### src/rtl/pcm_pkg.sv
package pcm_pkg;
    typedef enum logic [1:0] {
        LANE_OFF   = 2'd0,
        LANE_SYNC  = 2'd1,
        LANE_LEFT  = 2'd2,
        LANE_RIGHT = 2'd3
    } lane_state_t;
endpackage

### src/rtl/pcm_tx_lane.sv
module pcm_tx_lane
    import pcm_pkg::*;
#(
    parameter int WORD_W = 16
) (
    input  logic              clk,
    input  logic              rst_n,
    input  logic              en,
    input  logic              late,
    input  logic              tick,
    input  logic              fsync,
    input  logic [WORD_W-1:0] word_in,
    input  logic              word_avail,
    output logic              pop,
    output logic              sdo
);
    localparam int CNT_W = $clog2(WORD_W);
    localparam logic [CNT_W-1:0] LAST_BIT = CNT_W'(WORD_W - 1);

    lane_state_t       st_q, st_d, st_e;
    logic [CNT_W-1:0]  cnt_q, cnt_d, cnt_e;
    logic [WORD_W-1:0] sh_q, sh_d, cur;
    logic              sdo_q, sdo_d, step;

    // state register
    always_ff @(posedge clk) begin
        if (!rst_n) begin
            st_q  <= LANE_OFF;
            cnt_q <= '0;
            sh_q  <= '0;
            sdo_q <= 1'b0;
        end else begin
            st_q  <= st_d;
            cnt_q <= cnt_d;
            sh_q  <= sh_d;
            sdo_q <= sdo_d;
        end
    end

    // next state and outputs
    always_comb begin
        st_d  = st_q;
        cnt_d = cnt_q;
        sh_d  = sh_q;
        sdo_d = sdo_q;
        pop   = 1'b0;
        st_e  = st_q;
        cnt_e = cnt_q;
        step  = 1'b0;
        cur   = sh_q;
        if (!en) begin
            st_d  = LANE_OFF;
            sdo_d = 1'b0;
        end else begin
            unique case (st_q)
                LANE_OFF: st_d = LANE_SYNC;
                LANE_SYNC, LANE_LEFT, LANE_RIGHT: begin
                    if (tick) begin
                        if (fsync) begin
                            st_e  = LANE_LEFT;
                            cnt_e = '0;
                            step  = !late;
                        end else begin
                            step = (st_q == LANE_LEFT) || (st_q == LANE_RIGHT);
                        end
                        st_d  = st_e;
                        cnt_d = cnt_e;
                        sdo_d = 1'b0;
                        if (step) begin
                            if (cnt_e == '0) begin
                                cur = word_avail ? word_in : '0;
                                pop = word_avail;
                            end
                            sdo_d = cur[WORD_W-1];
                            sh_d  = cur << 1;
                            if (cnt_e == LAST_BIT) begin
                                cnt_d = '0;
                                st_d  = (st_e == LANE_LEFT) ? LANE_RIGHT : LANE_SYNC;
                            end else begin
                                cnt_d = cnt_e + 1'b1;
                            end
                        end
                    end
                end
            endcase
        end
    end

    assign sdo = sdo_q;
endmodule

### src/rtl/pcm_rx_lane.sv
module pcm_rx_lane
    import pcm_pkg::*;
#(
    parameter int WORD_W = 16
) (
    input  logic              clk,
    input  logic              rst_n,
    input  logic              en,
    input  logic              late,
    input  logic              tick,
    input  logic              fsync,
    input  logic              sdi,
    output logic [WORD_W-1:0] word_out,
    output logic              push,
    output logic              right_out
);
    localparam int CNT_W = $clog2(WORD_W);
    localparam logic [CNT_W-1:0] LAST_BIT = CNT_W'(WORD_W - 1);

    lane_state_t       st_q, st_d;
    logic [CNT_W-1:0]  cnt_q, cnt_d;
    logic [WORD_W-1:0] sh_q, sh_d, word_q, word_d, data;
    logic              push_q, push_d, right_q, right_d;

    // state register
    always_ff @(posedge clk) begin
        if (!rst_n) begin
            st_q    <= LANE_OFF;
            cnt_q   <= '0;
            sh_q    <= '0;
            word_q  <= '0;
            push_q  <= 1'b0;
            right_q <= 1'b0;
        end else begin
            st_q    <= st_d;
            cnt_q   <= cnt_d;
            sh_q    <= sh_d;
            word_q  <= word_d;
            push_q  <= push_d;
            right_q <= right_d;
        end
    end

    // next state and outputs
    always_comb begin
        st_d    = st_q;
        cnt_d   = cnt_q;
        sh_d    = sh_q;
        word_d  = word_q;
        right_d = right_q;
        push_d  = 1'b0;
        data    = {sh_q[WORD_W-2:0], sdi};
        if (!en) begin
            st_d = LANE_OFF;
        end else begin
            unique case (st_q)
                LANE_OFF: st_d = LANE_SYNC;
                LANE_SYNC, LANE_LEFT, LANE_RIGHT: begin
                    if (tick) begin
                        if (fsync) begin
                            st_d = LANE_LEFT;
                            if (late) begin
                                cnt_d = '0;
                            end else begin
                                sh_d  = data;
                                cnt_d = CNT_W'(1);
                            end
                        end else if (st_q != LANE_SYNC) begin
                            if (cnt_q == LAST_BIT) begin
                                push_d  = 1'b1;
                                word_d  = data;
                                right_d = (st_q == LANE_RIGHT);
                                cnt_d   = '0;
                                st_d    = (st_q == LANE_LEFT) ? LANE_RIGHT : LANE_SYNC;
                            end else begin
                                sh_d  = data;
                                cnt_d = cnt_q + 1'b1;
                            end
                        end
                    end
                end
            endcase
        end
    end

    assign word_out  = word_q;
    assign push      = push_q;
    assign right_out = right_q;
endmodule

### src/rtl/pcm_serial_engine.sv
module pcm_serial_engine #(
    parameter int WORD_W = 16
) (
    input  logic              clk,
    input  logic              rst_n,
    input  logic              tx_en,
    input  logic              rx_en,
    input  logic              tx_late,
    input  logic              rx_late,
    input  logic              launch_tick,
    input  logic              capture_tick,
    input  logic              fsync,
    input  logic [WORD_W-1:0] tx_data,
    input  logic              tx_avail,
    output logic              tx_pop,
    output logic              sdo,
    input  logic              sdi,
    output logic [WORD_W-1:0] rx_word,
    output logic              rx_push,
    output logic              rx_right,
    output logic              core_active
);
    always_ff @(posedge clk) begin
        if (!rst_n) core_active <= 1'b0;
        else        core_active <= tx_en | rx_en;
    end

    pcm_tx_lane #(.WORD_W(WORD_W)) u_tx (
        .clk(clk), .rst_n(rst_n), .en(tx_en), .late(tx_late),
        .tick(launch_tick), .fsync(fsync), .word_in(tx_data),
        .word_avail(tx_avail), .pop(tx_pop), .sdo(sdo)
    );

    pcm_rx_lane #(.WORD_W(WORD_W)) u_rx (
        .clk(clk), .rst_n(rst_n), .en(rx_en), .late(rx_late),
        .tick(capture_tick), .fsync(fsync), .sdi(sdi),
        .word_out(rx_word), .push(rx_push), .right_out(rx_right)
    );
endmodule

### config.mk
export PLATFORM = sky130hd
export DESIGN_NAME = pcm_serial_engine
export DESIGN_NICKNAME = d
export VERILOG_FILES = /design/src/rtl/pcm_pkg.sv /design/src/rtl/pcm_tx_lane.sv /design/src/rtl/pcm_rx_lane.sv /design/src/rtl/pcm_serial_engine.sv
export SDC_FILE = /design/constraint.sdc
export NUM_CORES = 1
export LEC_CHECK = 0
export BUFFER_PORTS_ARGS = -buffer_cell sky130_fd_sc_hd__buf_2
export CORE_MARGIN = 10
export CORE_UTILIZATION = 55
export DETAILED_ROUTE_END_ITERATION = 16
export GPL_TIMING_DRIVEN = 0
export HOLD_SLACK_MARGIN = 0.05
export PLACE_DENSITY = 0.84
export SLEW_MARGIN = 20
export SYNTH_ARGS = -nofsm -noshare
export SYNTH_HDL_FRONTEND = slang
export SYNTH_SLANG_ARGS = --single-unit
### constraint.sdc
create_clock -name clk -period 2.28 [get_ports clk]
set_clock_uncertainty 0.2 [all_clocks]
set_input_delay 0.228 -clock clk [delete_from_list [all_inputs] [get_ports clk]]
set_output_delay 0.228 -clock clk [all_outputs]
set_load 0.01 [all_outputs]
==> impl_metrics.json, run 1 <==
{
  "period_share": 0.967,
  "setup_viol": 0,
  "drt_first_iter_violations": 95,
  "core_um2": 4720,
  "hold_class": "primary input to flop",
  "hpwl_um": 4230,
  "cts_max_path_buffers": 2,
  "required_ns": 1.85,
  "cp-end-kind": "output port",
  "grt_pass1_vias": 2442,
  "place_ws_ns": 0.119,
  "ys_ff_latch": 62,
  "overflow": 0,
  "cts_max_level": 3,
  "stdcell_count": 459,
  "drt_first_pass_iters": 4,
  "synthCells": 305,
  "fin_nets": 417,
  "antenna_found_initial": 0,
  "area_growth_pct": 29.1,
  "avgSynthCellArea_um2": 8.75,
  "num_vias": 2411,
  "tns_ns": 0,
  "ys_warn_count": 0,
  "die_w_um": 89.7,
  "r2r_cells": 7,
  "yosysSeqAreaShare": 0.465,
  "min_path_cells": 3,
  "total_power_mw": 2.20,
  "max_freq_mhz": 453,
  "root_buffer": "clkbuf_8",
  "setup_ws_ns": 0.0749,
  "start_util": 0.565,
  "ant_nets": 0,
  "portBuffers": 46,
  "grt_max_degree": 18,
  "grt.total_usage": 0.169,
  "wl_per_cell_um": 14.0,
  "clk_pin_slew_worst_paths_ns": 0.07,
  "vias_per_cell": 5.25,
  "hold_viol": 0,
  "grt_pass1_wl_um": 10700,
  "worst-setup-path-type": "primary input to output port",
  "io_pins": 48,
  "place.gp.congestion": 0.808,
  "synth_edf_count": 0,
  "drc": 0,
  "dieArea_um2": 8040,
  "cp_max_fo": 8,
  "async_reset_ff_frac": 0,
  "drv_cap": 0,
  "drive_gt1_frac": 0.217,
  "slew_viol_final": 0,
  "synth_area_um2": 2670,
  "synth_cell_types": 44,
  "p_leak_nw": 1.37,
  "cp-start-kind": "primary input",
  "cts_buffers": 9,
  "cts_tree": "built",
  "irDropWorstVdd_mv": 0.367,
  "slew_headroom": 0.687,
  "num_antenna_cells": 0,
  "clock_latency_ns": 0.34,
  "worst_pin_slew_ns": 0.469,
  "wl_um": 6410,
  "cp.arrival_ns": 1.78,
  "cts_sinks": 62,
  "ys.flop_type": "dfxtp_1",
  "fillers": 357,
  "die_y_um": 89.7,
  "num_rows": 25,
  "placedCellCount": 418,
  "syn_nets": 335,
  "power.density_nw_per_um2": 639,
  "min_period_ns": 2.21,
  "outcome": "complete, no violations"
}
## critical path, stage by stage
cell and delay, ns:
dlygate4sd3_1 0.53, buf_2 0.14, nand2_1 0.10, nor3_4 0.32, buf_6 0.17, and3_1 0.15
buf_2 0.13
## report_power, final
part           leakage (nW)  internal (mW)  switching, mW
logic                 0.770         0.0765         0.0732
clock network         0.102          0.530          0.423
registers             0.501           1.09        0.00759
## cell usage after synthesis, types with 2 or more instances
master | instances | share of area
ha_1 | 3 | 0.014
buf_6 | 3 | 0.013
clkbuf_1 | 10 | 0.014
nand2_1 | 73 | 0.10
nor2_1 | 5 | 0.0070
nand4_1 | 2 | 0.0047
and2_1 | 3 | 0.0070
and3_1 | 4 | 0.0094
inv_1 | 3 | 0.0042
and4b_1 | 2 | 0.0075
a211oi_1 | 2 | 0.0056
a21boi_0 | 11 | 0.031
mux2i_1 | 15 | 0.056
a31oi_1 | 15 | 0.035
nor2b_1 | 6 | 0.014
dfxtp_1 | 62 | 0.46
a22oi_1 | 3 | 0.0084
nand3_1 | 17 | 0.032
buf_2 | 6 | 0.011
o21a_1 | 2 | 0.0056
a21oi_1 | 5 | 0.0094
o21ai_0 | 20 | 0.037
a21boi_1 | 11 | 0.031
nand2b_1 | 2 | 0.0047
## flip-flops by register name, summed over array words and instances, names as in the netlist, named ones only
register,count
core_active,1
u_rx.push,1
u_tx.cnt_q,4
u_rx.right_out,1
u_rx.word_out,16
u_rx.sh_q,15
u_tx.sh_q,15
u_tx.sdo,1
u_rx.cnt_q,4
u_tx.st_q,2
u_rx.st_q,1
## through the flow
stage,hold slack [ns],area (um2),utilization
floorplan,0.164,2670,-
global placement,0.238,2980,0.632
detailed placement,0.242,2980,0.632
CTS,0.0656,3390,0.718
global route,0.0808,3450,0.730
finish,0.0746,3450,0.730
## cell usage in the layout, fill, tap and decap left out, types with 11 or more instances in the layout
master         instances
nand2_1               73
dfxtp_1               61
buf_2                 49
dlygate4sd3_1         21
o21ai_0               20
nand3_1               17
mux2i_1               15
a31oi_1               15
a21boi_1              11
a21boi_0              11
## final timing paths
path | from | endpoint | slack, ns
max | tx_en | tx_pop | 0.07
min reg2reg | u_rx.word_out[11] | u_rx.word_out[11] | 0.25
max reg2reg | u_rx.cnt_q[0] | u_rx.sh_q[4] | 0.14
min | tx_avail | u_tx.sh_q[2] | 0.07
## routing by layer
metal	GRT usage	vias up	routed length, um
met5	0	-	0
met4	0.0824	0	100
met3	0.0560	11	321
met2	0.285	45	3070
met1	0.187	1127	2920
li1	-	1228	-
## kinds of logic after synthesis
kind of cell	after synthesis	synth area share
mux	16	0.0604
buf+inv	25	0.0483
compound gates	77	0.196
flops	62	0.465
fa+ha+maj	3	0.0141
simple gates	122	0.217
## area by class of cell
class                      instances  area (um2)  area share
multi-input combinational        218        1310       0.379
buffer                            21         125      0.0363
sequential                        62        1240       0.360
clock inverter                     6        61.3      0.0178
clock buffer                      10         138      0.0399
tap                               67        83.8      0.0243
inverter                           3        11.3     0.00327
timing repair buffer              72         478       0.139
## repair_timing
action / 4_1_cts / 5_1_grt
hold endpoints to repair: 23 / 0
pin swaps: 0 / 1
gates resized for setup: 1 / 8
setup buffers: 0 / 5
endpoints found under the setup margin: 1 / 1
hold buffers: 21 / 0
(Power assumes the default switching activity.)
==> inputs of run 2 (changes only) <==
--- a/config.mk
+++ b/config.mk
@@ -7,11 +7,11 @@
 export LEC_CHECK = 0
 export BUFFER_PORTS_ARGS = -buffer_cell sky130_fd_sc_hd__buf_2
 export CORE_MARGIN = 10
-export CORE_UTILIZATION = 55
+export CORE_UTILIZATION = 59
 export DETAILED_ROUTE_END_ITERATION = 16
 export GPL_TIMING_DRIVEN = 0
 export HOLD_SLACK_MARGIN = 0.05
-export PLACE_DENSITY = 0.84
+export PLACE_DENSITY = 0.89
 export SLEW_MARGIN = 20
 export SYNTH_ARGS = -nofsm -noshare
 export SYNTH_HDL_FRONTEND = slang
==> constraint.sdc (replaced) <==
create_clock -name clk -period 2.6 [get_ports clk]
set_clock_uncertainty 0.2 [all_clocks]
set_input_delay 0.26 -clock clk [delete_from_list [all_inputs] [get_ports clk]]
set_output_delay 0.26 -clock clk [all_outputs]
set_load 0.05 [all_outputs]
==> run 2 against run 1 <==
Net effect: design area is 1.2% lower; clock-buffer cell count down 1; total power decreased by 3.8%; critical path depth up 1; wire length rose by 2.1%; die area shrank 5.3%; first-iteration DRC count rose by 33%; sequential cell count unchanged; via count increased by 0.50%; register-to-register slack gained 0.24 ns; global-route usage rose by 1.4 points; clock power grew 7%.
==> impl_metrics.json, run 2 (synthesized netlist as in run 1, its figures left out) <==
{
  "portBuffers": 46,
  "tns_ns": 0,
  "place_ws_ns": 0.294,
  "min_from": "tx_data[15]",
  "netSwitchingFraction": 0.220,
  "die_y_um": 87.3,
  "root_buffer": "clkbuf_8",
  "num_antenna_cells": 0,
  "worst-setup-path-type": "flop to output port",
  "cp.arrival_ns": 2.03,
  "grt_pass1_vias": 2455,
  "rrSetupSlack_ns": 0.38,
  "hold_viol": 0,
  "power.density_nw_per_um2": 623,
  "p_clk_frac": 0.483,
  "fin_nets": 412,
  "area_growth_pct": 27.5,
  "cts_buffers": 9,
  "start_util": 0.613,
  "fillers": 266,
  "grt.total_usage": 0.183,
  "drv_cap": 0,
  "antenna_found_initial": 0,
  "hpwl_um": 4280,
  "overflow": 0,
  "cts_max_path_buffers": 2,
  "slew_viol_final": 0,
  "hold_class": "primary input to flop",
  "p_comb_frac": 0.061,
  "ant_nets": 0,
  "pwr-share-seq": 0.455,
  "die_w_um": 87.3,
  "grt_max_degree": 12,
  "num_vias": 2423,
  "cp_max_fo": 10,
  "max_freq_mhz": 401,
  "drc": 0,
  "grt_pass1_wl_um": 11200,
  "drive_gt1_frac": 0.207,
  "p_leak_nw": 1.35,
  "p_switching_mw": 0.466,
  "worst_pin_slew_ns": 0.481,
  "drt_first_iter_violations": 126,
  "place.gp.congestion": 0.846,
  "slew_headroom": 0.678,
  "internal_power_mw": 1.65,
  "cts_tree": "built",
  "setup_viol": 0,
  "outcome": "complete, no violations",
  "cts_max_level": 3,
  "hold_ws_ns": 0.0815,
  "reg2reg_from": "u_rx.cnt_q[0]",
  "vias_per_cell": 5.52,
  "worstHoldEndpoint": "u_tx.sdo",
  "drt_first_pass_iters": 4,
  "largest_reg_flops": 16,
  "cp-end-kind": "output port",
  "r2r_cells": 7,
  "clk_pin_slew_worst_paths_ns": 0.07,
  "cts_sinks": 62,
  "rsz0062_at_grt": "false",
  "required_ns": 2.14,
  "period_share": 0.959,
  "irDropWorstVdd_mv": 0.374,
  "min_period_ns": 2.49,
  "layout_commonest_cell": "nand2_1",
  "core_um2": 4350,
  "worstReg2RegEnd": "u_rx.sh_q[0]",
  "dieArea_um2": 7620,
  "cp-start-kind": "flop",
  "fin_util": 0.782,
  "io_pins": 48,
  "layout_common_cells": "nand2_1, dfxtp_1, buf_2",
  "setup_ws_ns": 0.106,
  "clock_latency_ns": 0.35,
  "wl_per_cell_um": 14.9,
  "num_rows": 24,
  "min_path_cells": 3,
  "wl_um": 6540
}
-- run 2: cell types whose count changed in the layout (fill, tap and decap cells not counted), sizes merged --
cell / delta
dlygate4sd3: -1
clkbuf: -1
buf: -4
clkinv: -1
bufinv: +2
-- run 2: repair_timing --
action	CTS	global route
setup buffers	0	0
endpoints found under the setup margin	0	1
hold endpoints to repair	23	0
resized for setup	0	1
hold buffers	20	0
-- run 2: worst max-delay path: stages, from the launching register on --
cell,delay (ns)
dfxtp_1,0.32
nor2b_2,0.16
inv_1,0.07
ha_1,0.18
and2_1,0.13
buf_2,0.17
buf_2,0.22
and3_1,0.17
buf_2,0.26
-- run 2: how the worst max path moves through the flow --
| stage | start | to | depth (start not counted) |
|---|---|---|---|
| detailed placement | fsync | tx_pop | 10 |
| CTS | u_tx.cnt_q[1] | tx_pop | 8 |
| finish | u_tx.cnt_q[1] | tx_pop | 8 |
| floorplan | fsync | tx_pop | 7 |
| global placement | fsync | tx_pop | 10 |
| global route | u_tx.cnt_q[1] | tx_pop | 8 |
-- run 2: power by group through the flow --
stage / clock network, mW / registers, mW / logic (mW)
after detailed placement: 0 / 0.987 / 0.104
final: 1.02 / 0.966 / 0.130
after CTS: 1.02 / 0.965 / 0.128
after global placement: 0 / 0.986 / 0.102
after global routing: 1.07 / 0.966 / 0.143
after floorplan: 0 / 0.990 / 0.0597
-- run 2: metal layers --
layer  up-vias  global-route usage  wire (um)
met5         -                   0          0
met4         0              0.0710        112
met3        15              0.0655        399
met2        68               0.327       3320
met1      1128               0.189       2700
li1       1212                   -          -
-- run 2: stage by stage --
stage,cells,area [um2],power [mW]
after floorplan,305,2670,1.05
after CTS,439,3400,2.12
after global routing,439,3400,2.18
after global placement,403,2970,1.09
final,439,3400,2.12
after detailed placement,403,2970,1.09
-- run 2: area by class of cell --
cell class,count,area [um2],area share
clock inverters,7,113,0.0331
inverters,3,11.3,0.00331
clock buffers,9,124,0.0364
well taps,52,65.1,0.0191
repair buffers,66,430,0.126
multi-input cells,218,1300,0.383
flip-flops and latches,62,1240,0.365
plain buffers,22,118,0.0345
